`src/rtl/trig_pkg.sv`:
```
// Shared field positions and types for the trigger detector.
// Assumes exactly two external pins; the configuration layout depends on it.
package trig_pkg;
    localparam int CFG_W    = 20;
    localparam int N_EXT    = 2;
    localparam int N_SRC    = N_EXT + 2;
    localparam int SEL_LOW  = 0;
    localparam int SEL_HIGH = 2;
    localparam int SEL_ANY  = 4;
    localparam int SEL_RISE = 6;
    localparam int SEL_FALL = 8;
    localparam int EN_LSB   = 16;

    typedef struct packed {
        logic low;
        logic high;
        logic any;
        logic rise;
        logic fall;
    } pin_sel_t;

    // Extract the five condition selects belonging to one pin.
    function automatic pin_sel_t pick_sel(input logic [CFG_W-1:0] cfg, input int idx);
        pin_sel_t s;
        s.low  = cfg[SEL_LOW  + idx];
        s.high = cfg[SEL_HIGH + idx];
        s.any  = cfg[SEL_ANY  + idx];
        s.rise = cfg[SEL_RISE + idx];
        s.fall = cfg[SEL_FALL + idx];
        return s;
    endfunction
endpackage

```
`src/rtl/trig_sync.sv`:
```
// Multi-bit synchroniser: each bit passes independently through STAGES flops.
// Assumes the bits are unrelated, so no coherence across bits is needed.
module trig_sync #(
    parameter int WIDTH  = 4,
    parameter int STAGES = 2
) (
    input  logic             clk,
    input  logic             rst_n,
    input  logic [WIDTH-1:0] async_i,
    output logic [WIDTH-1:0] sync_o
);
    logic [WIDTH-1:0] chain_q [STAGES];

    generate
        for (genvar s = 0; s < STAGES; s++) begin : g_stage
            // Shift one synchroniser stage.
            always_ff @(posedge clk) begin
                if (!rst_n) begin
                    chain_q[s] <= '0;
                end else if (s == 0) begin
                    chain_q[s] <= async_i;
                end else begin
                    chain_q[s] <= chain_q[(s == 0) ? 0 : s - 1];
                end
            end
        end
    endgenerate

    assign sync_o = chain_q[STAGES-1];
endmodule

```
`src/rtl/trig_warmup.sv`:
```
// Counts edges after reset and reports when the sample pipeline holds real data.
// Assumes COUNT is small; the counter saturates.
module trig_warmup #(
    parameter int COUNT = 3
) (
    input  logic clk,
    input  logic rst_n,
    output logic primed_o
);
    localparam int CW = $clog2(COUNT + 1);
    localparam logic [CW-1:0] LIMIT = CW'(COUNT);

    logic [CW-1:0] cnt_q;

    // Saturating post-reset edge counter.
    always_ff @(posedge clk) begin
        if (!rst_n) begin
            cnt_q <= '0;
        end else if (cnt_q != LIMIT) begin
            cnt_q <= cnt_q + 1'b1;
        end
    end

    assign primed_o = (cnt_q == LIMIT);
endmodule

```
`src/rtl/trig_pin_eval.sv`:
```
// Evaluates the selected conditions of one external pin and ORs them.
// Assumes cur_i and prev_i are consecutive synchronised samples.
module trig_pin_eval
    import trig_pkg::*;
(
    input  pin_sel_t sel_i,
    input  logic     cur_i,
    input  logic     prev_i,
    output logic     hit_o
);
    logic lvl_lo, lvl_hi, edg_any, edg_up, edg_dn;

    // Decode each condition from the current and previous samples.
    always_comb begin
        lvl_lo  = sel_i.low  & ~cur_i;
        lvl_hi  = sel_i.high &  cur_i;
        edg_any = sel_i.any  & (cur_i ^ prev_i);
        edg_up  = sel_i.rise &  cur_i & ~prev_i;
        edg_dn  = sel_i.fall & ~cur_i &  prev_i;
        hit_o   = lvl_lo | lvl_hi | edg_any | edg_up | edg_dn;
    end
endmodule

```
`src/rtl/trig_pulse.sv`:
```
// Converts the combined trigger condition into a one-cycle pulse on its rise.
// Assumes the condition is already synchronous to clk.
module trig_pulse (
    input  logic clk,
    input  logic rst_n,
    input  logic cond_i,
    output logic pulse_o,
    output logic held_o
);
    logic held_q, pulse_q;

    // Remember the condition and fire when it turns true.
    always_ff @(posedge clk) begin
        if (!rst_n) begin
            held_q  <= 1'b0;
            pulse_q <= 1'b0;
        end else begin
            held_q  <= cond_i;
            pulse_q <= cond_i & ~held_q;
        end
    end

    assign pulse_o = pulse_q;
    assign held_o  = held_q;
endmodule

```
`src/rtl/trig_detect_top.sv`:
```
// Multi-source trigger detector: synchronises two pins and two internal levels,
// applies per-pin conditions and per-source enables, and emits a single pulse.
// Assumes cfg_i is quasi-static or synchronous to clk.
module trig_detect_top
    import trig_pkg::*;
#(
    parameter int SYNC_STAGES = 2
) (
    input  logic             clk,
    input  logic             rst_n,
    input  logic [CFG_W-1:0] cfg_i,
    input  logic [N_EXT-1:0] ext_pin_i,
    input  logic             adc_trig_i,
    input  logic             la_trig_i,
    output logic             trig_o
);
    localparam int WARM = SYNC_STAGES + 1;

    logic [N_SRC-1:0] sync_q;
    logic [N_EXT-1:0] prev_q;
    logic [N_SRC-1:0] src_hit;
    logic [N_SRC-1:0] src_en;
    logic             primed;
    logic             cond_raw;
    logic             cond_held;
    logic             unused_cfg;

    assign unused_cfg = ^cfg_i[EN_LSB-1:SEL_FALL+N_EXT];

    trig_sync #(.WIDTH(N_SRC), .STAGES(SYNC_STAGES)) u_sync (
        .clk     (clk),
        .rst_n   (rst_n),
        .async_i ({la_trig_i, adc_trig_i, ext_pin_i}),
        .sync_o  (sync_q)
    );

    // Keep the previous synchronised pin samples for edge detection.
    always_ff @(posedge clk) begin
        if (!rst_n) begin
            prev_q <= '0;
        end else begin
            prev_q <= sync_q[N_EXT-1:0];
        end
    end

    generate
        for (genvar p = 0; p < N_EXT; p++) begin : g_pin
            trig_pin_eval u_eval (
                .sel_i  (pick_sel(cfg_i, p)),
                .cur_i  (sync_q[p]),
                .prev_i (prev_q[p]),
                .hit_o  (src_hit[p])
            );
        end
    endgenerate

    assign src_hit[N_SRC-1:N_EXT] = sync_q[N_SRC-1:N_EXT];
    assign src_en                 = cfg_i[EN_LSB +: N_SRC];

    trig_warmup #(.COUNT(WARM)) u_warm (
        .clk      (clk),
        .rst_n    (rst_n),
        .primed_o (primed)
    );

    // Merge enabled sources once the sample pipeline is valid.
    always_comb begin
        cond_raw = primed & (|(src_hit & src_en));
    end

    trig_pulse u_pulse (
        .clk     (clk),
        .rst_n   (rst_n),
        .cond_i  (cond_raw),
        .pulse_o (trig_o),
        .held_o  (cond_held)
    );
endmodule

```
`config.mk`:
```
export PLATFORM = sky130hd
export DESIGN_NAME = trig_detect_top
export DESIGN_NICKNAME = d
export VERILOG_FILES = /design/src/rtl/trig_pkg.sv /design/src/rtl/trig_sync.sv /design/src/rtl/trig_warmup.sv /design/src/rtl/trig_pin_eval.sv /design/src/rtl/trig_pulse.sv /design/src/rtl/trig_detect_top.sv
export SDC_FILE = /design/constraint.sdc
export NUM_CORES = 1
export LEC_CHECK = 0
export ABC_CLOCK_PERIOD_IN_PS = 1570
export BUFFER_PORTS_ARGS = -buffer_cell sky130_fd_sc_hd__buf_2
export CAP_MARGIN = 30
export CELL_PAD_IN_SITES_DETAIL_PLACEMENT = 0
export CELL_PAD_IN_SITES_GLOBAL_PLACEMENT = 1
export CORE_MARGIN = 3
export CORE_UTILIZATION = 29
export CTS_CLUSTER_SIZE = 12
export DETAILED_ROUTE_END_ITERATION = 16
export GPL_TIMING_DRIVEN = 0
export HOLD_SLACK_MARGIN = 0.05
export PLACE_DENSITY_LB_ADDON = 0.2
export REMOVE_ABC_BUFFERS = 1
export SYNTH_ARGS = -nofsm -noshare
export SYNTH_HDL_FRONTEND = slang
export SYNTH_SLANG_ARGS = --single-unit
```
`constraint.sdc`:
```
create_clock -name clk -period 1.57 [get_ports clk]
set_clock_uncertainty 0.1 [all_clocks]
set_input_delay 0.314 -clock clk [delete_from_list [all_inputs] [get_ports clk]]
set_output_delay 0.314 -clock clk [all_outputs]
set_load 0.02 [all_outputs]
```
Word-level counts from Yosys, hierarchy flattened
Memories as Yosys holds them, arrays and structs flattened.
Cells that the tools add are included.

storage, ports and cells
  memory bits (writable) = 8
  register bits = 6
  bits of input ports = 26
  output and inout bits = 1
  logic and storage cells = 47
  memories kept = 1

memories
  name            words  bits a word  rd ports  clocked after Yosys merged registers in  wr ports  line             text
  u_sync.chain_q  2      4            2         0                                        2         trig_sync.sv:12  logic [WIDTH-1:0] chain_q [STAGES];

cells by class
  add/sub/neg operators = 1
  reduce and logical (&&, ||, !) cells = 1
  multiplexer cells = 4
  equal/unequal tests = 2
  bitwise operators = 34

operators by type and width
  operator               count
  $and A1 B1 Y1          16
  $or A1 B1 Y1           10
  $mux W4                2
  $not A1 Y1             5
  $and A4 B4 Y4          1
  $reduce_or A4 Y1       1
  $add A2 B1 Y2 const B  1
  $eq A2 B2 Y1 const B   1
  $mux W1                2
  $ne A2 B2 Y1 const B   1
  $xor A1 B1 Y1          2

Longest topological paths before layout
Gate-level depths: netlist of the first run.

  depth after elaboration = 10
  mapped depth = 4
  depth with buffers taken out = 4

Modules after synthesis
Synthesis of the first run repeated with hierarchy kept, for this count alone.

second synthesis, totals
  cells, all modules = 45
  area total of the unflattened synthesis = 494.2 µm²

by module, submodules not included
  module           cells an instance  area each (µm²)  seq. area each (µm²)  times used
  trig_sync        16                 210.2            160.2                 1
  trig_warmup      8                  96.3             40.0                  1
  trig_detect_top  7                  75.1             40.0                  1
  trig_pin_eval    5                  28.8             0.0                   2
  trig_pulse       4                  55.1             40.0                  1

Worst setup path before layout of the first run
OpenSTA, ideal clock, no wires.

  path type = input -> register
  start = in cfg_i[8]
  end = reg u_pulse.pulse_q (netlist: u_pulse.pulse_o)
  setup slack = 324 ps
  data required time = 1,357 ps
  setup time = 113 ps
  path buffers = 0
  cell stages on the path = 4
  data arrival time = 1,033 ps
  path through = o21ai_0 a221oi_1 o311a_2 nor2b_4

on the way
  longest elaborated chain between the ends = 7

ends and longest elaborated chain
  element                      line                   text
  from (decl)                  trig_detect_top.sv:11  input logic [CFG_W-1:0] cfg_i,
  $and A1 B1 Y1 (2 in series)  trig_pin_eval.sv:19    edg_dn = sel_i.fall & ~cur_i & prev_i;
  $or A1 B1 Y1                 trig_pin_eval.sv:20    hit_o = lvl_lo | lvl_hi | edg_any | edg_up | edg_dn;
  $and A4 B4 Y4                trig_detect_top.sv:68  cond_raw = primed & (|(src_hit & src_en));
  $reduce_or A4 Y1             trig_detect_top.sv:68
  $and A1 B1 Y1                trig_detect_top.sv:68
  $and A1 B1 Y1                trig_pulse.sv:19       pulse_q <= cond_i & ~held_q;
  to (signal assigned)         trig_pulse.sv:19
  to (decl)                    trig_pulse.sv:10       logic held_q, pulse_q;

No other way between the ends.
A chain may end at the register's enable or synchronous reset.

==> run metrics, run 1 <==
area of the multi-input gates=200 sq um; post-synth top area share=57.0%; Post-Synthesis Cells=44; Max Cap Viol=0; die area=0.00223 sq mm; drt drc=0; Detailed Routing Iterations Pass 1=3; Max Clk Rate=772 MHz; Slew Viols, Final=0; DP Area=slightly above 600 sq um; Layout area overhead=28.2%; synthesized area=492 sq um; fin crit period=1290 ps; Worst Setup Path Type=reg2reg; via count=368; commonest non-fill, non-tap cell in the layout=buf_2; share of post-route cells with drive strength above 1=37.9%; sequential area share after synthesis=between 50% and 60%; Crit Path Max Fanout=3; Core Util, Final=40.4%; Initial Util=a little under a third; Synth Warn #=0; CTS resizes=0; H-tree lvl count=1; GRT overflow=0; HPWL after DPL=about 620 microns; final hold violation count=0; final instance area=631 sq um; # diodes=0; Syn Area/Cell=11.2 sq um; Pwr per Cell Area=1040 mW/mm^2; Leak=0.296 nW; HP Class=in2reg; hold slack=149 ps; crit path cell chain=nor2b_1 > a221oi_1 > o311a_2 > nor2b_4; global-route wire length before repair=1060 microns; Place WS=165 ps; FP Rows=14; final antenna-violating net count=0; routability cong.=0.600; All-Layer GR Usage=about 7.3%; Iteration-0 DRC Markers=2; largest net degree at the start of global routing=14; measured slew at the worst slew-check pin=278 ps; Rel. slew slack=81.5%; Yosys top cell by area=dfxtp_1; Worst Path Arrival=roughly 1400 ps; R2R setup slack=approximately 280 ps; vias in the first global route=about 270; Routed WL=795 microns; clock root cell=clkbuf_4; PortBufs=20; maximum vdd drop=about 0.47 mV; Die W=approximately 47 microns; Total Neg Setup Slack=0 ps; Hold Crit Start=adc_trig_i; Setup-failing EPs final=0; Synth area leaders=dfxtp_1 57%, and2_1 14%, o21bai_1 3.1%, nor2b_4 2.8%, ha_1 2.5%; clock tree buffer depth=2; most frequent cells in the layout=20 x buf_2, 14 x dfxtp_1, 11 x and2_1, 3 x clkbuf_4; fill count=between 150 and 200; drt wl/cell=about 9.7 microns; synth unique cells=17; WHS Path Cells=2; RSZ-0062 raised after global routing=false; initial antenna violation count=0; CTS sink cnt=14; # nets final=95; CTS Hold Bufs=0; Worst EP required=1640 ps; Yosys reg bits=14; vias per std cell=about 4.5; Placeable Area=approximately 0.0016 sq mm; worst r2r path cells=4; postcts setup bufs=0; Critical-path top delay cell=o311a_2; total CTS buffers=3; CTS tree=built; Register Area=280 sq um; setup ws final=275 ps; clk_lat worst skew=260 ps; Setup crit start kind=flop; CP peak stage delay=390 ps; Critical R2R Capture=u_pulse.pulse_o$_SDFF_PN0_; outcome=complete, no violations; Hold EP=u_sync.chain_q[0][2]$_SDFF_PN0_; Die Y=around 47 microns; Clock transition at path regs=around 70 ps; # IOs=27; Crit. End Element=flop; Crit Reg-Reg Startpoint=u_sync.chain_q[1][0]$_SDFF_PN0_; Final Cycle Share=82.5%
[cells in the mapped netlist, drive strengths merged]
cell type and n:
dfxtp 14, and2 11, nor2b 3, inv 2, o21ai 2, o21bai 2
a221oi 1, a22o 1, a32oi 1, clkbuf 1, ha 1, mux2i 1
nor2 1, o211ai 1, o311a 1, xnor2 1
[registers in the layout (all words and copies together), names as in the netlist]
name,cells
u_sync.chain_q,8
prev_q,2
u_warm.cnt_q,2
u_pulse.held_o,1
u_pulse.pulse_o,1
[area by class of cell]
type | count | share of cell area (%)
Sequential cell | 14 | 44.4
Inverter | 2 | 1.19
Tap cell | 16 | 3.17
Timing Repair Buffer | 20 | 15.9
Multi-Input combinational cell | 27 | 31.7
Clock buffer | 3 | 3.57
[critical path: cells and delay by family (launching register included)]
kind	cells	cell delay [ps]
DFF	1	350
and+or+nand+nor	2	270
AOI/OAI and AO/OA	2	480
[through the flow]
step	std cells	total power, mW
after floorplan	43	0.444
after global placement	79	0.477
after detailed placement	79	0.479
after CTS	82	0.670
after global routing	82	0.697
final	82	0.656
[metal layers]
metal	up-vias	wire length (microns)	share of wire, %	track usage (%)
li1	194	-	-	-
met1	159	361	45	9.13
met2	13	356	45	8.67
met3	2	70	8.8	3.83
met4	0	6	0.75	6.63
met5	-	0	0	0
[cells by family (layout without fill, tap and decap cells)]
family,after synthesis,count (layout),share of synthesized area (%)
AO/OA/AOI/OAI,9,9,14.2
XOR/XNOR,1,1,1.78
adder cells (fa/ha/maj),1,1,2.54
buffers and inverters,3,25,2.29
flip-flops,14,14,57.0
multiplexers,1,1,2.04
AND/OR/NAND/NOR,15,15,20.1
[report_power, final]
part           internal, mW  switching, mW  leakage, nW
Combinational        0.0487         0.0300        0.167
Sequential            0.380         0.0111        0.115
Clock                0.0885         0.0981       0.0138
[how the worst max path moves through the flow]
stage,start,endpoint,slack [ps],cells after the start
final,u_sync.chain_q[1][0]$_SDFF_PN0_,u_pulse.pulse_o$_SDFF_PN0_,280,4
after global routing,u_sync.chain_q[1][0]$_SDFF_PN0_,u_pulse.pulse_o$_SDFF_PN0_,240,4
after CTS,u_sync.chain_q[1][0]$_SDFF_PN0_,u_pulse.pulse_o$_SDFF_PN0_,260,4
after detailed placement,cfg_i[8],u_pulse.pulse_o$_SDFF_PN0_,170,5
after global placement,cfg_i[8],u_pulse.pulse_o$_SDFF_PN0_,150,5
after floorplan,cfg_i[8],u_pulse.pulse_o$_SDFF_PN0_,320,4
Note: power is estimated with default switching activity, not from simulation.
==> run 2: changes to the inputs <==
- ABC_AREA: default -> 1
- ABC_CLOCK_PERIOD_IN_PS: 1570 -> 1350
- CORE_UTILIZATION: 29 -> 28
- clock period: 1.57 -> 1.35 ns (I/O delays scaled with it)
==> run 2 against run 1 <==
  * Sequential power grew 15%
  * Total power grew 14%
  * Sequential share of layout area shrank 1.4 points
  * Combinational power grew 2%
  * Non-clock buffer count is the same
  * Wire length grew 2.8%
==> run metrics, run 2 <==
outcome=complete, no violations; Crit. End Element=output pin; global-route wire length before repair=1500 microns (+41%); biggest regs=u_sync.chain_q: 8 flops, prev_q: 2 flops, u_warm.cnt_q: 2 flops; Top FF cell, synth=dfxtp_1; CP peak stage delay=310 ps (-80 ps); Crit Path Max Fanout=1 (-2); Post-Synthesis Cells=66 (+50%); Yosys reg bits=14 (unchanged); CTS Hold Bufs=0 (unchanged); most frequent cells after synthesis=16 x inv_1, 14 x dfxtp_1, 14 x nand2_1; Max Cap Viol=0 (unchanged); via count=412 (+12%); total CTS buffers=3 (unchanged); vias in the first global route=369 (+37%); share of post-route cells with drive strength above 1=26.1% (-12 points); clock root cell=clkbuf_4; sequential area share after synthesis=55.7% (-1.3 points); # nets final=117 (+23%); drt drc=0 (unchanged); RSZ-0062 raised after global routing=false; routability cong.=0.631 (+5.1%); maximum vdd drop=0.507 mV (+8.4%); initial antenna violation count=0 (unchanged); CTS resizes=0 (unchanged); synthesized area=503 sq um (+2.3%); Placeable Area=0.00159 sq mm (+2.2%); number of synthesized flops with an enable pin=0 (unchanged); most frequent cell after synthesis=inv_1; Slew Viols, Final=0 (unchanged); Clock transition at path regs=70 ps (about the same); final antenna-violating net count=0 (unchanged); Largest register FFs=8 (unchanged); # diodes=0 (unchanged); Core Util, Final=40.8% (+0.37 points); # IOs=27 (unchanged); Pwr per Cell Area=1150 mW/mm^2 (+10%); final hold violation count=0 (unchanged); H-tree lvl count=1 (unchanged); Post-synth ARST share=0% (unchanged); Die W=48.4 microns (+2.6%); Synth area leaders=dfxtp_1 56%, inv_1 12%, nand2_1 10%, nor2_1 6.7%, o21ai_0 4.0%; Worst EP required=980 ps (-660 ps); Worst Path Arrival=720 ps (-640 ps); Synth Warn #=0 (unchanged); Die Y=48.4 microns (+2.6%); Largest Register=u_sync.chain_q; Worst Setup Path Type=reg2out; fin crit period=approximately 1100 ps; most frequent cells in the layout=20 x buf_2, 16 x inv_1, 14 x nand2_1, 14 x dfxtp_1, 9 x nor2_1; Worst Path Buf+Inv=1 (+1); Post-Place Cells=109 (+38%); Crit path max-delay family=flip-flops; All-Layer GR Usage=8.03% (+0.74 points); synth unique cells=11 (-6); vias per std cell=3.68 (-18%); FP Rows=14 (unchanged); Rel. slew slack=85.4% (+3.9 points); CTS sink cnt=14 (unchanged); crit path cell chain=buf_2; Total Neg Setup Slack=0 ps (unchanged); PortBufs=20 (unchanged); measured slew at the worst slew-check pin=219 ps (-58.7 ps); postcts setup bufs=0 (unchanged); HP Class=in2reg; HPWL after DPL=639 microns (+3.2%); Yosys top cell by area=dfxtp_1; Critical-path top delay cell=dfxtp_1; Routed WL=817 microns (+2.8%); CTS tree=built; commonest non-fill, non-tap cell in the layout=buf_2; Initial Util=31.6% (about the same); Iteration-0 DRC Markers=1 (-1); Layout area overhead=29.4%; Detailed Routing Iterations Pass 1=2 (-1); clk_lat worst skew=260 ps (about the same); Final Cycle Share=80.4%; post-synth top area share=55.7% (-1.3 points); Max Clk Rate=921 MHz; drt wl/cell=7.29 microns (-25%); Leak=0.393 nW (+33%); clock tree buffer depth=2 (unchanged); fill count=177 (+16%); Setup-failing EPs final=0 (unchanged); largest net degree at the start of global routing=14 (unchanged); Syn Area/Cell=7.62 sq um (-32%); GRT overflow=0 (unchanged); non-filler cells in the finished layout=112 (+37%); Setup crit start kind=flop; die area=0.00234 sq mm (+5.2%)
==> run 2: per-layer routing <==
| layer | track usage (%) | part of all wire, % | vias up |
|---|---|---|---|
| li1 | - | - | 239 |
| met1 | 9.26 | 50 | 155 |
| met2 | 12.2 | 39 | 16 |
| met3 | 3.07 | 9.3 | 2 |
| met4 | 5.69 | 1.5 | 0 |
| met5 | 0 | 0 | - |
==> run 2: per-stage QoR <==
| stage | worst slack [ps] | hold slack, ps | instance area (sq um) | total power, mW |
|---|---|---|---|---|
| 5_1_grt | 153 | 75.8 | 651 | 0.804 |
| 3_5_place_dp | 265 | 287 | 628 | 0.543 |
| 3_3_place_gp | 259 | 275 | 628 | 0.538 |
| 2_1_floorplan | 391 | 263 | 498 | 0.500 |
| 6_report | 265 | 82.4 | 651 | 0.747 |
| 4_1_cts | 247 | 72.2 | 651 | 0.762 |
==> run 2: worst paths after layout <==
| kind | end | depth (start not counted) | slack (ps) | from |
|---|---|---|---|---|
| worst max-delay path | trig_o | 1 | 260 | u_pulse.pulse_o$_SDFF_PN0_ |
| worst min register to register | u_pulse.pulse_o$_SDFF_PN0_ | 1 | 290 | u_pulse.held_o$_SDFF_PN0_ |
| worst min-delay path | u_sync.chain_q[0][2]$_SDFF_PN0_ | 3 | 80 | adc_trig_i |
| worst max register to register | u_warm.cnt_q[0]$_SDFFE_PN0P_ | 4 | 310 | u_warm.cnt_q[0]$_SDFFE_PN0P_ |
==> run 2: cell type report <==
class                   count  area, sq um  area share, %
flip-flops and latches     14          280           43.1
inverters                  16         60.1           9.23
multi-input cells          35          158           24.2
repair buffers             20          100           15.4
clock buffers               3         22.5           3.46
well taps                  24         30.0           4.62
==> run 2: worst register-to-register path, delay by kind of cell (launching register included) <==
family | cells | cell delay [ps]
adder cells (fa/ha/maj) | 1 | 190
AO/OA/AOI/OAI | 2 | 210
buffers and inverters | 1 | 70
flip-flops | 1 | 350
==> run 2: cell families after synthesis <==
logic type / count (synthesis) / synth area share (%)
AO/OA/AOI/OAI: 8 / 8.71
adder cells (fa/ha/maj): 1 / 2.49
buffers and inverters: 17 / 12.9
flip-flops: 14 / 55.7
AND/OR/NAND/NOR: 26 / 20.1
==> run 2: power by group <==
part | leakage, nW | internal, mW | total, mW | switching [mW]
sequential | 0.115 | 0.439 | 0.451 | 0.0113
clock | 0.0138 | 0.103 | 0.216 | 0.114
combinational | 0.264 | 0.0415 | 0.0803 | 0.0388
total | 0.393 | 0.584 | 0.747 | 0.164
==> run 3: changes to the inputs <==
- ABC_AREA: 1 -> 0
- ABC_CLOCK_PERIOD_IN_PS: 1350 -> 1100
- CORE_UTILIZATION: 28 -> 29
- clock period: 1.35 -> 1.1 ns (I/O delays scaled with it)
==> run 3 against run 2 <==
  * The flow now finishes with violations (setup timing)
  * Die area decreased by 4.9%
  * Non-clock buffer count is 4 higher
  * Clock-buffer cell count unchanged
  * Worst setup slack worse by 420 ps
  * Wire length is 5.1% higher
  * Sequential power increased by 25%
  * Global-route usage decreased by 0.66 points
  * Clock power grew 24%
  * Largest cell class unchanged
  * Highest routed layer unchanged
==> run metrics, run 3 (synthesis results as in run 1) <==
non-filler cells in the finished layout=86 (-23%); maximum vdd drop=0.711 mV (+40%); # nets final=99 (-15%); HP Class=in2reg; CP peak stage delay=390 ps (+80 ps); share of post-route cells with drive strength above 1=42.9% (+17 points); RSZ-0062 raised after global routing=true; Setup crit start kind=flop; PortBufs=20 (unchanged); Routed WL=859 microns (+5.1%); CTS sink cnt=14 (unchanged); Post-Place Cells=79 (-28%); Worst Setup Path Type=reg2reg; die area=0.00223 sq mm (-4.9%); drt wl/cell=9.99 microns (+37%); Crit path top cell by count=nor2b_4; drt drc=0 (unchanged); Placeable Area=0.00156 sq mm (-2.2%); CTS tree=built; Rel. slew slack=86.3% (+0.90 points); measured slew at the worst slew-check pin=204 ps (-15.7 ps); Worst Path Arrival=1330 ps (+610 ps); vias per std cell=4.43 (+20%); initial antenna violation count=0 (unchanged); # IOs=27 (unchanged); clock tree buffer depth=2 (unchanged); Largest register FFs=8 (unchanged); vias in the first global route=277 (-25%); HPWL after DPL=619 microns (-3.1%); routability cong.=0.600 (-4.9%); final hold violation count=0 (unchanged); final antenna-violating net count=0 (unchanged); Die W=47.2 microns (-2.5%); Crit. End Element=flop; # diodes=0 (unchanged); outcome=finished, violations left; Leak=0.315 nW (-20%); GRT overflow=0 (unchanged); via count=381 (-7.5%); Setup-failing EPs final=2 (+2); Largest Register=u_sync.chain_q; fill count=150 (-15%); Slew Viols, Final=0 (unchanged); failing checks=setup timing; FP Rows=14 (unchanged); clock root cell=clkbuf_4; final total power=0.974 mW (+30%); Critical-path top delay cell=o311a_2; Detailed Routing Iterations Pass 1=3 (+1); Place WS=-211 ps (-475 ps); Pwr per Cell Area=1390 mW/mm^2 (+21%); H-tree lvl count=1 (unchanged); Worst EP required=1170 ps (+190 ps); largest net degree at the start of global routing=14 (unchanged); Final Cycle Share=115%; total CTS buffers=3 (unchanged); Layout area overhead=42.5%; Die Y=47.2 microns (-2.5%); Worst Path Buf+Inv=0 (-1); Iteration-0 DRC Markers=6 (+5); Initial Util=31.5% (about the same); commonest non-fill, non-tap cell in the layout=buf_2; Max Clk Rate=794 MHz; All-Layer GR Usage=7.37% (-0.66 points); Max Cap Viol=0 (unchanged); Crit path max-delay family=compound AO/OA/AOI/OAI gates; postcts setup bufs=0 (unchanged); Crit Path Max Fanout=3 (+2); fin crit period=1260 ps; global-route wire length before repair=1080 microns (-28%); Core Util, Final=44.9% (+4.1 points); biggest regs=u_sync.chain_q: 8 flops, prev_q: 2 flops, u_warm.cnt_q: 2 flops; most frequent cells in the layout=20 x buf_2, 13 x dfxtp_1, 11 x and2_1, 4 x dlygate4sd3_1, 3 x clkbuf_4; setup ws final=-160 ps (-425 ps); clk_lat worst skew=260 ps (about the same); crit path cell chain=nor2b_4 > a221oi_2 > o311a_2 > nor2b_4; Clock transition at path regs=70 ps (about the same)
[run 3: per-layer routing]
| layer | wire length [microns] | GRT usage, % | up-vias |
|---|---|---|---|
| met5 | 0 | 0 | - |
| met4 | 6 | 6.63 | 0 |
| li1 | - | - | 201 |
| met2 | 393 | 9.21 | 13 |
| met3 | 64 | 3.45 | 2 |
| met1 | 394 | 9.13 | 165 |
[run 3: power breakdown]
| part | switching [mW] | internal, mW |
|---|---|---|
| clock | 0.142 | 0.126 |
| sequential | 0.0244 | 0.542 |
| combinational | 0.0489 | 0.0909 |
[run 3: area by class of cell]
cell class	count	area (sq um)	area share [%]
Multi-Input combinational cell	27	229	32.7
Tap cell	16	20.0	2.86
Sequential cell	14	282	40.2
Clock buffer	3	22.5	3.21
Timing Repair Buffer	24	140	20.0
Inverter	2	7.51	1.07
[run 3: worst paths after layout]
| kind | from | to | slack [ps] | depth (start not counted) |
|---|---|---|---|---|
| worst max-delay path | u_sync.chain_q[1][0]$_SDFF_PN0_ | u_pulse.pulse_o$_SDFF_PN0_ | -160 | 4 |
| worst min-delay path | rst_n | u_sync.chain_q[1][0]$_SDFF_PN0_ | 200 | 2 |
| worst max register to register | u_sync.chain_q[1][0]$_SDFF_PN0_ | u_pulse.pulse_o$_SDFF_PN0_ | -160 | 4 |
| worst min register to register | u_sync.chain_q[0][1]$_SDFF_PN0_ | u_sync.chain_q[1][1]$_SDFF_PN0_ | 330 | 1 |
[run 3: repair_timing]
action	CTS	global route
hold buffers	4	0
pin swaps	0	1
endpoints found under the hold margin	4	0
endpoints found under the setup margin	2	3
resized for setup	3	4
[run 3: stage by stage]
step           area [sq um]  TNS (ps)  hold slack, ps
2_1_floorplan           488      -104             242
3_3_place_gp            608      -351             313
3_5_place_dp            608      -310             320
4_1_cts                 686      -197             200
5_1_grt                 701      -246             202
6_report                701      -209             200
